==> config.mk <==
export PLATFORM = sky130hd
export DESIGN_NAME = term_mmio_ctrl
export DESIGN_NICKNAME = d
export VERILOG_FILES = /design/src/rtl/term_pkg.sv /design/src/rtl/term_bus_decode.sv /design/src/rtl/term_in_chan.sv /design/src/rtl/term_out_chan.sv /design/src/rtl/term_mmio_ctrl.sv
export SDC_FILE = /design/constraint.sdc
export NUM_CORES = 1
export LEC_CHECK = 0
export BUFFER_PORTS_ARGS = -buffer_cell sky130_fd_sc_hd__buf_2
export CORE_MARGIN = 2
export CORE_UTILIZATION = 38
export DETAILED_ROUTE_END_ITERATION = 12
export GPL_ROUTABILITY_DRIVEN = 0
export HOLD_SLACK_MARGIN = 0.06
export PLACE_DENSITY = 0.95
export SLEW_MARGIN = 5
export SYNTH_ARGS = -nofsm -noshare
export SYNTH_HDL_FRONTEND = slang
export SYNTH_SLANG_ARGS = --single-unit
==> constraint.sdc <==
create_clock -name clk -period 3.5 [get_ports clk]
set_clock_uncertainty 0.15 [all_clocks]
set_input_delay 0.7 -clock clk [delete_from_list [all_inputs] [get_ports clk]]
set_output_delay 0.7 -clock clk [all_outputs]
set_load 0.02 [all_outputs]
==> src/rtl/term_pkg.sv <==
`timescale 1ns/1ps
package term_pkg;

    localparam int BUS_W   = 32;
    localparam int IDX_W   = 2;
    localparam int OFF_W   = IDX_W + 2;
    localparam int RDY_BIT = 0;
    localparam int IEN_BIT = 1;

    // Word index inside the register window; decoded from address bits [3:2]
    typedef enum logic [IDX_W-1:0] {
        REG_IN_CTL  = 2'd0,
        REG_IN_DAT  = 2'd1,
        REG_OUT_CTL = 2'd2,
        REG_OUT_DAT = 2'd3
    } reg_idx_e;

    typedef enum logic [1:0] {
        OUT_IDLE   = 2'd0,
        OUT_LAUNCH = 2'd1,
        OUT_WAIT   = 2'd2
    } out_state_e;

    typedef struct packed {
        logic     rd;
        logic     wr;
        logic     lane0;
        reg_idx_e idx;
    } bus_req_t;

    function automatic logic [BUS_W-1:0] ctl_word(input logic rdy, input logic ien);
        logic [BUS_W-1:0] w;
        w = '0;
        w[RDY_BIT] = rdy;
        w[IEN_BIT] = ien;
        return w;
    endfunction

endpackage

==> src/rtl/term_bus_decode.sv <==
`timescale 1ns/1ps
module term_bus_decode
    import term_pkg::*;
#(
    parameter logic [BUS_W-1:0] BASE_ADDR = 32'hFFFF_0000
) (
    input  logic             bus_sel,
    input  logic             bus_we,
    input  logic [BUS_W-1:0] bus_addr,
    input  logic [3:0]       bus_be,
    output bus_req_t         req
);
    localparam logic [BUS_W-OFF_W-1:0] WIN_TAG = BASE_ADDR[BUS_W-1:OFF_W];

    logic hit;

    // only exact word addresses inside the window are claimed
    always_comb begin
        hit       = bus_sel
                 && (bus_addr[BUS_W-1:OFF_W] == WIN_TAG)
                 && (bus_addr[1:0] == 2'b00);
        req.rd    = hit && !bus_we;
        req.wr    = hit && bus_we;
        req.lane0 = bus_be[0];
        req.idx   = reg_idx_e'(bus_addr[OFF_W-1:2]);
    end
endmodule

==> src/rtl/term_in_chan.sv <==
`timescale 1ns/1ps
module term_in_chan #(
    parameter int CHAR_W = 8
) (
    input  logic              clk,
    input  logic              rst,
    input  logic              kb_valid,
    input  logic [CHAR_W-1:0] kb_byte,
    input  logic              ien_wr,
    input  logic              ien_val,
    input  logic              data_rd,
    output logic              rdy,
    output logic              ien,
    output logic [CHAR_W-1:0] held
);
    always_ff @(posedge clk) begin
        if (rst) begin
            rdy  <= 1'b0;
            ien  <= 1'b0;
            held <= '0;
        end else begin
            if (ien_wr) ien <= ien_val;
            if (kb_valid) begin                    // arrival wins
                held <= kb_byte;
                rdy  <= 1'b1;
            end else if (data_rd) begin
                rdy  <= 1'b0;
            end
        end
    end
endmodule

==> src/rtl/term_out_chan.sv <==
`timescale 1ns/1ps
module term_out_chan
    import term_pkg::*;
#(
    parameter int CHAR_W = 8
) (
    input  logic              clk,
    input  logic              rst,
    input  logic              store,
    input  logic [CHAR_W-1:0] store_byte,
    input  logic              ien_wr,
    input  logic              ien_val,
    input  logic              disp_done,
    output logic              rdy,
    output logic              ien,
    output logic              disp_start,
    output logic [CHAR_W-1:0] disp_byte
);
    out_state_e st_q, st_d;

    always_comb begin
        st_d = st_q;
        unique case (st_q)
            OUT_IDLE:   if (store) st_d = OUT_LAUNCH;
            OUT_LAUNCH: st_d = OUT_WAIT;
            OUT_WAIT:   if (disp_done) st_d = OUT_IDLE;
            default:    st_d = OUT_IDLE;
        endcase
    end

    always_ff @(posedge clk) begin
        if (rst) begin
            st_q      <= OUT_IDLE;
            ien       <= 1'b0;
            disp_byte <= '0;
        end else begin
            st_q <= st_d;
            if (ien_wr) ien <= ien_val;
            if (st_q == OUT_IDLE && store) disp_byte <= store_byte;
        end
    end

    assign rdy        = (st_q == OUT_IDLE);
    assign disp_start = (st_q == OUT_LAUNCH);
endmodule

==> src/rtl/term_mmio_ctrl.sv <==
`timescale 1ns/1ps
module term_mmio_ctrl
    import term_pkg::*;
#(
    parameter logic [31:0] BASE_ADDR = 32'hFFFF_0000,
    parameter int          CHAR_W    = 8
) (
    input  logic              clk,
    input  logic              rst,
    input  logic              bus_sel,
    input  logic              bus_we,
    input  logic [31:0]       bus_addr,
    input  logic [3:0]        bus_be,
    input  logic [31:0]       bus_wdata,
    output logic [31:0]       bus_rdata,
    input  logic              kb_valid,
    input  logic [CHAR_W-1:0] kb_byte,
    output logic              disp_start,
    output logic [CHAR_W-1:0] disp_byte,
    input  logic              disp_done,
    output logic              irq
);
    bus_req_t          req;
    logic              in_rdy, in_ien, out_rdy, out_ien;
    logic [CHAR_W-1:0] in_held;

    term_bus_decode #(.BASE_ADDR(BASE_ADDR)) u_dec (
        .bus_sel (bus_sel),
        .bus_we  (bus_we),
        .bus_addr(bus_addr),
        .bus_be  (bus_be),
        .req     (req)
    );

    term_in_chan #(.CHAR_W(CHAR_W)) u_in (
        .clk     (clk),
        .rst     (rst),
        .kb_valid(kb_valid),
        .kb_byte (kb_byte),
        .ien_wr  (req.wr && req.lane0 && req.idx == REG_IN_CTL),
        .ien_val (bus_wdata[IEN_BIT]),
        .data_rd (req.rd && req.idx == REG_IN_DAT),
        .rdy     (in_rdy),
        .ien     (in_ien),
        .held    (in_held)
    );

    term_out_chan #(.CHAR_W(CHAR_W)) u_out (
        .clk       (clk),
        .rst       (rst),
        .store     (req.wr && req.lane0 && req.idx == REG_OUT_DAT),
        .store_byte(bus_wdata[CHAR_W-1:0]),
        .ien_wr    (req.wr && req.lane0 && req.idx == REG_OUT_CTL),
        .ien_val   (bus_wdata[IEN_BIT]),
        .disp_done (disp_done),
        .rdy       (out_rdy),
        .ien       (out_ien),
        .disp_start(disp_start),
        .disp_byte (disp_byte)
    );

    // load data multiplexer
    always_comb begin
        bus_rdata = '0;
        if (req.rd) begin
            unique case (req.idx)
                REG_IN_CTL:  bus_rdata = ctl_word(in_rdy, in_ien);
                REG_IN_DAT:  bus_rdata[CHAR_W-1:0] = in_held;
                REG_OUT_CTL: bus_rdata = ctl_word(out_rdy, out_ien);
                default:     bus_rdata = '0;
            endcase
        end
    end


    assign irq = (in_rdy && in_ien) || (out_rdy && out_ien);
endmodule

# Word-level counts from Yosys, hierarchy flattened
# Cells that the tools add are included.
# word_totals
latchBits	0
reg_bits	21
elab_cells	40
mem_count	0
romBits	0
ram_bits	0
# classes
magnitude_cmp	0
multipliers	0
n_eq_ne	8
div	0
bitwise	0
muxes	7
addsub	0
shift	0
n_reduce_logical	19
# ops
cell	count
28-bit == test, second input constant	1
8-bit one-hot mux with 3 select lines	1
1-bit logical AND	12
8-bit two-way mux	1
2-bit == test, second input constant	3
2-bit zero test	3
2-bit one-hot mux with 3 select lines	1
2-bit by 1-bit == test with 1-bit output, second input constant	2
2-bit two-way mux	2
1-bit two-way mux	2
2-bit by 1-bit != test with 1-bit output, second input constant	1
2-bit != test, second input constant	1
2-bit AND reduction	1
2-bit nonzero test	1
1-bit zero test	1
1-bit logical OR	1

# Depth between registers and ports, before layout
# depth
depth_word	8
mapped_depth	5
depth_no_buf	4

# Modules after synthesis
# Synthesis repeated with hierarchy kept, for this count alone.
# unflattened
cells_unflattened	143
area_unflattened_um2	1313.8
# modules_own_cells
mod	cells_per_inst	area_each_um2	n_inst
term_out_chan	46	495.5	1
term_in_chan	33	355.3	1
term_mmio_ctrl	48	337.8	1
term_bus_decode	16	125.1	1

# Worst setup path after synthesis
# Ideal clock, no wire load.
# synth_path
path_kind	input -> output
start	input bus_addr[13]
end	output bus_rdata[0]
setup_slack_ns	0.445
arrival_ns	2.205
cell_stages	4
required_ns	2.650
cell_sequence	or4_4 nor4_4 nand2_1 nor3_1
# synth_between
elab_chain_len	5
# synth_lines
element	line_no	rtl
from (decl)	term_mmio_ctrl.sv:12	input logic [31:0] bus_addr,
28-bit == test	term_bus_decode.sv:20	&& (bus_addr[BUS_W-1:OFF_W] == WIN_TAG)
1-bit logical AND	term_bus_decode.sv:20	
1-bit logical AND	term_bus_decode.sv:21	&& (bus_addr[1:0] == 2'b00);
1-bit logical AND	term_bus_decode.sv:22	req.rd = hit && !bus_we;
8-bit two-way mux	term_mmio_ctrl.sv:65	if (req.rd) begin
to (decl)	term_mmio_ctrl.sv:15	output logic [31:0] bus_rdata,
# No other way between the ends.

# Worst setup path after layout
# layout_path
start	input bus_addr[13]
end	output bus_rdata[4]
# The elaborated chain is that of the path after synthesis.

==> impl_metrics.tcl <==
set metrics [dict create \
    rsz0062_at_grt "no" \
    postRouteAntennaNets 0 \
    critPathLaunchType "input pin" \
    wl_per_cell_um 10.48 \
    clk_pin_slew_ns 0.10 \
    finalMaxSlewViolations 0 \
    cp_data_required_time_ns 2.65 \
    yosysSeqAreaShare_pct 33.60 \
    finalHoldViolCount 0 \
    numClockSinks 21 \
    synth.distinct_cells 28 \
    diodes 0 \
    critPathCaptureType "output port" \
    grt_overflow 0 \
    ctsHoldBuffers 0 \
    drive_above_1_share_pct 37.44 \
    outcome "complete, no violations" \
    grt_pass1_wl_um 3946 \
    placed_cell_area_sq_um 1562 \
    dr.pass1.iters 4 \
    antenna_found_initial 0 \
    core_sq_um 3103 \
    p_per_area_nw_per_um2 279.3 \
    clkLatencyLatePin_ns 0.29 \
    hold_class "flip-flop to flip-flop" \
    finalCritPeriodShare_pct 90.89 \
    syn_area_sq_um 1251 \
    synth_warnings 0 \
    dp_hpwl_um 2205 \
    cts_made_buffers 3 \
    timing.fmax_mhz 314.3 \
    cts_root_buf "clkbuf_4" \
    grtUsageTotal_pct 13.78 \
    vias 1134 \
    cp_max_fo 7 \
    syn_inst 139 \
    cts_buffer_depth 2 \
    avgSynthCellArea_sq_um 9.001 \
    nets 294 \
    drv_cap 0 \
    rows 20 \
    die_x_um 61.38 \
    drc 0 \
    total_leakage_power_nw 0.8212 \
    first_iter_violations 8 \
    start_util_pct 40.32 \
    final_area_sq_um 1588 \
    avgViaCountPerCell 4.447 \
    synth-seq-cells 21 \
    die_area_sq_um 3768 \
    worst-setup-path-type "input pin to output port" \
    grt_max_degree 30 \
    vdd_drop_max_mv 0.1725 \
    numPortBuffers 72 \
    finalSetupViolations 0 \
    post_cts_resized 0 \
    crit_arrival_ns 2.33 \
    finalCriticalPeriod_ns 3.181 \
    cts_tree "yes" \
    fp.dieH_um 61.38 \
    setup_tns_ns 0 \
    ios 124 \
    cts_setup_buffers 0 \
    wirelength_um 2672 \
    area_growth_pct 26.90 \
    grt_pass1_vias 1059 \
    htreeDepth 1 \
]
[synthesized netlist by cell type]
cell type / count / area share [%]
buf_4: 24 / 14
dfxtp_1: 21 / 34
mux2i_1: 20 / 16
nand2b_1: 18 / 9.0
nor2_1: 13 / 3.9
and2_1: 7 / 3.5
clkbuf_1: 4 / 1.2
nand4_1: 3 / 1.5
nor2b_1: 3 / 1.5
nor3_1: 3 / 1.2
a21oi_1: 2 / 0.80
nand2_1: 2 / 0.60
nand3_1: 2 / 0.80
nand4b_1: 2 / 1.4
or4_1: 2 / 1.2
a211oi_1: 1 / 0.60
a22o_1: 1 / 0.70
a2bb2oi_1: 1 / 0.70
and3_1: 1 / 0.50
and4_1: 1 / 0.70
and4b_1: 1 / 0.80
buf_6: 1 / 0.90
conb_1: 1 / 0.30
inv_1: 1 / 0.30
nor4_1: 1 / 0.50
nor4_4: 1 / 1.7
nor4bb_1: 1 / 0.80
or4_4: 1 / 0.90
[metal layers]
metal	vias to the layer above	GRT usage, %	part of all wire, %
met5	-	0	0
met1	509	14.06	38
met4	0	4.559	0.37
met3	2	2.101	9.3
met2	54	27.96	52
li1	569	-	-
[report_power, final]
part	switching, mW	internal, mW	total [mW]	leakage, nW
clock	0.0669	0.0442	0.111	0.0150
sequential	0.00293	0.245	0.248	0.171
combinational	0.0479	0.0364	0.0843	0.635
total	0.118	0.326	0.443	0.821
[state kept, by name, indices dropped and copies added (netlist names)]
register         flops
u_in.held            8
u_in.rdy             1
u_out.disp_byte      8
u_in.ien             1
u_out.st_q           2
u_out.ien            1
[cell families after synthesis]
kind of cell           share of synthesized area (%)
buffers and inverters                          16.80
muxes                                          16.00
DFF                                            33.60
other                                         0.2997
AOI/OAI and AO/OA                              2.801
and+or+nand+nor                                30.50
[final timing paths]
path | endpoint | cells after the start | slack [ns] | from
worst max-delay path | bus_rdata[4] | 6 | 0.32 | bus_addr[13]
worst min-delay path | u_out.disp_byte[4]$_SDFFE_PP0P_ | 2 | 0.33 | u_out.disp_byte[4]$_SDFFE_PP0P_
worst max register to register | u_out.disp_byte[7]$_SDFFE_PP0P_ | 4 | 1.79 | u_out.st_q[1]$_SDFFE_PP0P_
worst min register to register | u_out.disp_byte[4]$_SDFFE_PP0P_ | 2 | 0.33 | u_out.disp_byte[4]$_SDFFE_PP0P_
[per-stage QoR]
stage,utilization (%),cells,power [mW],hold WS [ns],setup WS [ns]
after floorplan,-,162,0.3233,0.3015,0.4451
after global placement,50.32,251,0.3357,0.3051,0.2760
after detailed placement,50.32,251,0.3379,0.3139,0.2755
after CTS,51.17,255,0.4515,0.3319,0.2671
after global routing,51.17,255,0.4740,0.3520,0.2028
final,51.17,255,0.4435,0.3281,0.3188
[placed cells by master, fill, tap and decap left out]
cell        n
a211oi_1    1
a21oi_1     2
a22o_1      1
a2bb2oi_1   1
and2_1      7
and3_1      1
and4_1      1
and4b_1     1
buf_2      72
buf_4       2
clkbuf_1    1
clkbuf_4    3
conb_1     24
dfxtp_1    21
inv_1       1
mux2i_1    20
nand2_1     2
nand2b_1   18
nand3_1     2
nand4_1     3
nand4b_1    2
nor2_1     13
nor2b_1     3
nor3_1      3
nor4_1      1
nor4_4      1
nor4bb_1    1
or4_1       2
or4_4       1
[critical path: stages]
cell and delay, ns:
buf_2 0.10, or4_4 0.54, nor4_4 0.32, and4b_1 0.36, and2_1 0.17, buf_2 0.16
[cell type report]
cell class                 instances  area [sq um]
timing repair buffer              74         375.4
inverter                           1         3.754
sequential                        21         420.4
multi-input combinational        111         706.9
fill                             308          1515
clock buffer                       4         26.28
tap                               44         55.05
Power figures use the tool's default switching activity.
